$ cat config.mk
export PLATFORM = sky130hd
export DESIGN_NAME = mdio_frame_master
export DESIGN_NICKNAME = d
export VERILOG_FILES = /design/src/rtl/mdio_frame_master.sv
export SDC_FILE = /design/constraint.sdc
export NUM_CORES = 1
export LEC_CHECK = 0
export BUFFER_PORTS_ARGS = -buffer_cell sky130_fd_sc_hd__buf_4
export CAP_MARGIN = 15
export CELL_PAD_IN_SITES_DETAIL_PLACEMENT = 0
export CELL_PAD_IN_SITES_GLOBAL_PLACEMENT = 1
export CORE_MARGIN = 5
export CORE_UTILIZATION = 44
export CTS_CLUSTER_SIZE = 12
export DETAILED_ROUTE_END_ITERATION = 8
export PLACE_DENSITY = 0.86
export SYNTH_ARGS = -nofsm -noshare
export SYNTH_HDL_FRONTEND = slang
export SYNTH_SLANG_ARGS = --single-unit
$ cat constraint.sdc
create_clock -name clk -period 3.9 [get_ports clk]
set_clock_uncertainty 0.15 [all_clocks]
set_input_delay 0.78 -clock clk [delete_from_list [all_inputs] [get_ports clk]]
set_output_delay 0.78 -clock clk [all_outputs]
set_load 0.01 [all_outputs]
$ cat src/rtl/mdio_frame_master.sv
module mdio_frame_master #(
  parameter int SPEED_W  = 6,
  parameter int HOLD_W   = 3,
  parameter int PRE_BITS = 32
) (
  input  logic        clk,
  input  logic        rst_n,
  input  logic        reg_wr,
  input  logic [1:0]  reg_sel,
  input  logic [31:0] reg_wdata,
  output logic [31:0] frame_q,
  output logic        mii_event,
  output logic        mdc,
  output logic        mdio_o,
  output logic        mdio_oe,
  input  logic        mdio_i
);
  localparam int TOTAL   = PRE_BITS + 32;
  localparam int BIT_W   = $clog2(TOTAL);
  localparam int REL_IDX = PRE_BITS + 15;
  localparam int DAT_IDX = PRE_BITS + 16;

  logic [SPEED_W-1:0] spd, half, hold_lim, hold_eff, cnt;
  logic [HOLD_W-1:0]  hold;
  logic [31:0]        fr;
  logic [15:0]        rd_sh, rd_next;
  logic [BIT_W-1:0]   bitn;
  logic [TOTAL-1:0]   tx_vec;
  logic busy, rd_op, ph, dout, oe, evt;
  logic phase_end, sample, done, launch, clr_evt;

  assign half     = (spd == SPEED_W'(1)) ? SPEED_W'(2) : spd;
  assign hold_lim = half - SPEED_W'(2);
  assign hold_eff = (SPEED_W'(hold) > hold_lim) ? hold_lim : SPEED_W'(hold);
  assign tx_vec   = {{PRE_BITS{1'b1}}, fr};

  assign phase_end = busy && (spd != '0) && (cnt >= half - SPEED_W'(1));
  assign sample    = busy && (spd != '0) && ph && (cnt == '0) && rd_op &&
                     (bitn >= BIT_W'(DAT_IDX));
  assign rd_next   = sample ? {rd_sh[14:0], mdio_i} : rd_sh;
  assign done      = phase_end && ph && (bitn == BIT_W'(TOTAL - 1));
  assign launch    = reg_wr && (reg_sel == 2'd0) && !busy;
  assign clr_evt   = reg_wr && (reg_sel == 2'd2) && reg_wdata[0];

  assign frame_q   = fr;
  assign mii_event = evt;
  assign mdc       = ph;
  assign mdio_o    = dout;
  assign mdio_oe   = oe;

  always_ff @(posedge clk or negedge rst_n) begin
    if (!rst_n) begin
      spd   <= '0;
      hold  <= '0;
      fr    <= '0;
      busy  <= 1'b0;
      rd_op <= 1'b0;
      ph    <= 1'b0;
      cnt   <= '0;
      bitn  <= '0;
      rd_sh <= '0;
      dout  <= 1'b1;
      oe    <= 1'b0;
      evt   <= 1'b0;
    end else begin
      if (reg_wr && reg_sel == 2'd1) begin
        spd  <= reg_wdata[SPEED_W-1:0];
        hold <= reg_wdata[8 +: HOLD_W];
      end

      if (done)         evt <= 1'b1;
      else if (clr_evt) evt <= 1'b0;

      if (!busy) begin
        if (launch) begin
          fr    <= reg_wdata;
          busy  <= 1'b1;
          rd_op <= (reg_wdata[29:28] == 2'b10);
          ph    <= 1'b0;
          cnt   <= '0;
          bitn  <= '0;
          dout  <= 1'b1;
          oe    <= 1'b1;
        end
      end else if (spd == '0) begin
        ph <= 1'b0;
      end else begin
        if (phase_end) begin
          cnt <= '0;
          ph  <= ~ph;
          if (ph) begin
            if (done) begin
              busy <= 1'b0;
              oe   <= 1'b0;
              dout <= 1'b1;
              if (rd_op) fr[15:0] <= rd_next;
            end else begin
              bitn <= bitn + BIT_W'(1);
            end
          end
        end else begin
          cnt <= cnt + SPEED_W'(1);
        end
        if (!ph && cnt == hold_eff) begin
          dout <= tx_vec[BIT_W'(TOTAL - 1) - bitn];
          oe   <= !(rd_op && bitn >= BIT_W'(REL_IDX));
        end
        rd_sh <= rd_next;
      end
    end
  end
endmodule

### Word-level counts from Yosys, hierarchy flattened

Cells that the tools add are included.

* RAM bits: 0
* latch bits: 0
* input port bits: 38
* output and inout bits: 36
* bits in registers: 75
* ROM bits: 0
* memories: 0
* logic and storage cells: 119

* multipliers: 0
* bitwise logic cells: 3
* reduce and logical (&&, ||, !) cells: 31
* div/mod/pow operators: 0
* add/sub/neg operators: 5
* equality and inequality tests: 16
* muxes and demuxes: 46
* shift operators: 0
* $lt $le $gt $ge: 5

Operators with widths (count)
* two-way mux 16 bit: 8
* two-way mux 6 bit: 11
* two-way mux 1 bit: 26
* logical AND 1 bit: 15
* adder 6 x 1 -> 6 bit (second input constant): 2
* >= comparator 6 bit (second input constant): 2
* zero test 6 bit: 2
* != test 3 x 1 -> 1 bit (second input constant): 4
* AND reduction 5 bit: 2
* != test 2 x 1 -> 1 bit (second input constant): 4
* AND reduction 2 bit: 4
* < comparator 6 x 7 -> 1 bit (second input constant): 1
* binary-select mux 1 bit (select 6 bit): 1
* equality test 6 x 1 -> 1 bit (second input constant): 1
* equality test 6 bit: 1
* equality test 6 bit (second input constant): 1
* >= comparator 6 bit: 1
* > comparator 3 x 6 -> 1 bit: 1
* AND reduction 6 bit: 1
* nonzero test 6 bit: 1
* subtractor 6 x 1 -> 6 bit (second input constant): 1
* subtractor 6 x 2 -> 6 bit (second input constant): 1
* subtractor 6 bit (first input constant): 1
* equality test 2 bit (second input constant): 2
* other kinds (6): 12

### Longest topological paths before layout

* word-level depth: 13
* gate-level depth with buffers: 12
* gate-level depth less buffers: 11

### Worst setup path after synthesis

Ideal clock, no wire load.

* path kind: reg-to-reg
* start: register spd[1]
* end: register bitn[2]
* cell stages (with the launch flop): 12
* data arrival time: 2.767 ns
* setup slack: 0.905 ns
* setup time: 0.078 ns
* clock period less this slack: 2.995 ns
* cells stage by stage: dfrtp_1 -> buf_6 -> or4_4 -> nor2_1 -> xnor2_1 -> ha_1 -> a21o_1 -> a31oi_1 -> o21a_1 -> nor2_1 -> or4_1 -> a21oi_1

* cells in the longest elaborated chain, start to end: 9

Ends and longest elaborated chain
* start, declared: RTL line 23 `logic [SPEED_W-1:0] spd, half, hold_lim, hold_eff, cnt;`
* start signal, assigned: RTL line 67 `spd <= reg_wdata[SPEED_W-1:0];`
* equality test 6 x 1 -> 1 bit: RTL line 32 `assign half = (spd == SPEED_W'(1)) ? SPEED_W'(2) : spd;`
* two-way mux 6 bit: RTL line 32
* subtractor 6 x 1 -> 6 bit: RTL line 37 `assign phase_end = busy && (spd != '0) && (cnt >= half - SPEED_W'(1));`
* >= comparator 6 bit: RTL line 37
* logical AND 1 bit: RTL line 37
* logical AND 1 bit (2 in a row): RTL line 41 `assign done = phase_end && ph && (bitn == BIT_W'(TOTAL - 1));`
* != test 2 bit (no line)
* AND reduction 5 bit (no line) *
* end signal, assigned: RTL line 98 `bitn <= bitn + BIT_W'(1);`
* end, declared: RTL line 27 `logic [BIT_W-1:0] bitn;`

Every way passes the cells marked *; elsewhere a longest branch is shown, timed or not.
A chain may end at the register's enable or synchronous reset.

### Final worst setup path

* start: register spd[1]
* end: register fr[0], in the netlist frame_q[0]

* cells in the longest elaborated chain, start to end: 13

Ends and longest elaborated chain
* branches (longest 13 deep; another with subtractor 6 x 1 -> 6 bit)
* end signal, assigned: RTL line 76 `fr <= reg_wdata;`
* end signal, assigned: RTL line 96 `if (rd_op) fr[15:0] <= rd_next;`
* end, declared: RTL line 25 `logic [31:0] fr;`

Several ways; the timed one is not identified. The select of a mux whose other input is x is not followed.

==> flow_summary.ini <==
[clocking]
clock_sinks = 75
cts_buffers = 9
post-cts-setup-buffer-count = 0
cts_tree = done
clk_latency_ns = 0.34
cts_buffer_depth = 2
clk_pin_slew_worst_paths_ns = 0.08
cts_resized = 0
ctsRootBufferMaster = clkbuf_8
cts_hold_buf = 0
htree_levels = 3

[setup_path]
worstPathArrival_ns = 3.46
required_ns = 3.96
path_max_fanout = 32
startpoint_type = flip-flop
reg2regPathDepth = 11
r2r_slack_ns = 0.50
reg2reg_from = spd[1]$_DFFE_PN0P_
worst-setup-path-type = reg -> reg
end_kind = flip-flop
cp-startpoint = spd[1]$_DFFE_PN0P_

[routing]
drcViolationCount = 0
drtPass1Iterations = 4
drtAntennaViolNets = 0
wirelength_mm = 10.8
drt_iter0_drc = 207
vias_per_cell = 5.53
avgRoutedWirePerCell_um = 17.4
vias = 3422

[timing]
rsz0062_at_grt = false
setup_viol = 0
min_period_ns = 3.40
slew_violations = 0
final.period_utilization = 0.871
relSlewSlack = 0.359
tightest_slew_ns = 0.961
tns_ns = 0
finalHoldViolCount = 0
max_freq_mhz = 294

[finish]
final.fill_count = 845
num_antenna_cells = 0
area_delta_synth_final_pct = 20.5
nets = 534
layout_commonest_cell = buf_4
drive_gt1_frac = 0.304
final_cell_mix = buf_4, dfrtp_1, nand2_1
final_util = 0.550

[floorplanning]
rows = 35
die_w_um = 108
dieArea_um2 = 11700
core_area_um2 = 9330
dieHeight_um = 108
boundaryPins = 74
start_util = 0.456

[synth]
synth-seq-area-share = 0.441
yosys_warnings = 0
synth-seq-cells = 75
synth_edf_count = 0
synth_area_um2 = 4250
synthDistinctLibCells = 59
synth-async-reset-ratio = 1.00
synth_cells = 418
postSynthAreaPerCell_um2 = 10.2
synth_fp_nets = 466
synth_flop_cell = dfrtp_1

[power_and_ir_drop]
intPower_mw = 1.90
pwr-share-comb = 0.372
p_clk_frac = 0.219
ir_drop_v = 0.000227
power_density_nw_per_um2 = 581
p_sw_frac = 0.361
p_leak_nw = 2.40
p_switching_mw = 1.08
p_seq_frac = 0.410

[global_route]
antenna_found_initial = 0
grt_max_degree = 76
grt_pass1_vias = 3456
grt_pass1_wl_mm = 17.9
overflow = 0
grtUsageTotal = 0.194

[worst_hold_path]
min_delay_path_depth = 2
hold_path_class = reg -> reg
hp-start = frame_q[24]$_DFFE_PN0P_

[placed_design]
hpwl_mm = 7.63
port_buffers = 73
gp_congestion = 0.948

[run]
maxCapViolations = 0

[outcome]
status = complete, no violations
[through the flow]
step / cells / hold WS, ns / total power, mW / instance area (µm²) / setup slack, ns
2_1_floorplan: 418 / 0.318 / 1.91 / 4250 / 0.905
3_3_place_gp: 604 / 0.332 / 2.32 / 4910 / 0.666
3_5_place_dp: 604 / 0.339 / 2.35 / 4910 / 0.541
4_1_cts: 619 / 0.353 / 3.00 / 5130 / 0.518
5_1_grt: 619 / 0.387 / 3.18 / 5130 / 0.306
6_report: 619 / 0.358 / 2.98 / 5130 / 0.502
[worst paths after layout]
check                                           to
setup reg to reg            frame_q[0]$_DFFE_PN0P_
hold / removal             frame_q[24]$_DFFE_PN0P_
min in group asynchronous  frame_q[23]$_DFFE_PN0P_
max in group asynchronous     rd_sh[0]$_DFFE_PN0P_
hold reg to reg            frame_q[24]$_DFFE_PN0P_
setup / recovery            frame_q[0]$_DFFE_PN0P_
[power by group through the flow]
stage          Sequential, mW  Clock [mW]  Combinational (mW)
6_report                 1.22       0.651                1.11
4_1_cts                  1.22       0.662                1.12
2_1_floorplan            1.15           0               0.760
3_5_place_dp             1.24           0                1.11
3_3_place_gp             1.23           0                1.09
5_1_grt                  1.26       0.696                1.23
[kinds of logic (layout without fill, tap and decap cells)]
family,count (synthesis),in the layout,share of synthesized area
muxes,38,38,0.135
adders and majority gates,10,10,0.0294
and+or+nand+nor,167,167,0.177
buffers and inverters,31,103,0.0350
DFF,75,75,0.441
xor gates and xnor gates,9,9,0.0185
AOI/OAI and AO/OA,88,88,0.164
[state kept, by name, indices dropped and copies added, names as in the netlist]
register / cells
bitn: 6
busy: 1
cnt: 6
frame_q: 32
hold: 3
mdc: 1
mdio_o: 1
mdio_oe: 1
mii_event: 1
rd_op: 1
rd_sh: 16
spd: 6
[layout make-up]
class,count,area (µm²),area share
multi-input combinational,312,2240,0.437
sequential,75,1880,0.366
timing repair buffer,80,601,0.117
tap,129,161,0.0315
clock buffer,10,138,0.0268
clock inverter,5,77.6,0.0151
inverter,8,30.0,0.00586
[worst max-delay path: stages (launching register included)]
cell,delay (ns)
dfrtp_1,0.58
or4_4,0.65
nor2_1,0.13
xnor2_1,0.13
ha_1,0.27
a21o_1,0.16
a31oi_1,0.18
o21ai_1,0.18
a31oi_2,0.20
buf_4,0.37
o21ai_0,0.15
o41ai_1,0.10
[per-layer routing]
metal	track usage	wire length (µm)	share of wire	up-vias
li1	-	-	-	1648
met1	0.277	4950	0.46	1677
met2	0.308	5150	0.48	88
met3	0.0346	557	0.052	9
met4	0.0505	98	0.0091	0
met5	0	0	0	-
[cell usage after synthesis (all sizes together), types with 2 or more instances]
cell | number | area, µm²
dfrtp | 74 | 1850
o21ai | 31 | 166
or4 | 5 | 41.3
nor3 | 9 | 50.1
o31ai | 4 | 30.0
ha | 10 | 125
a21o | 4 | 30.0
nand4 | 5 | 31.3
nand2 | 68 | 255
a21oi | 9 | 48.8
nand3b | 3 | 22.5
mux2 | 25 | 319
a211oi | 2 | 20.0
nand2b | 4 | 25.0
inv | 8 | 30.0
xor2 | 6 | 52.6
mux4 | 10 | 225
xnor2 | 3 | 26.3
clkbuf | 13 | 48.8
nand3 | 8 | 40.0
and2 | 2 | 15.0
o22ai | 3 | 25.0
nor2 | 51 | 191
o41ai | 16 | 215
a211o | 2 | 17.5
or3 | 7 | 43.8
a31oi | 5 | 31.3
o211ai | 4 | 30.0
buf | 10 | 70.1
mux2i | 3 | 30.0
Power figures use the tool's default switching activity.
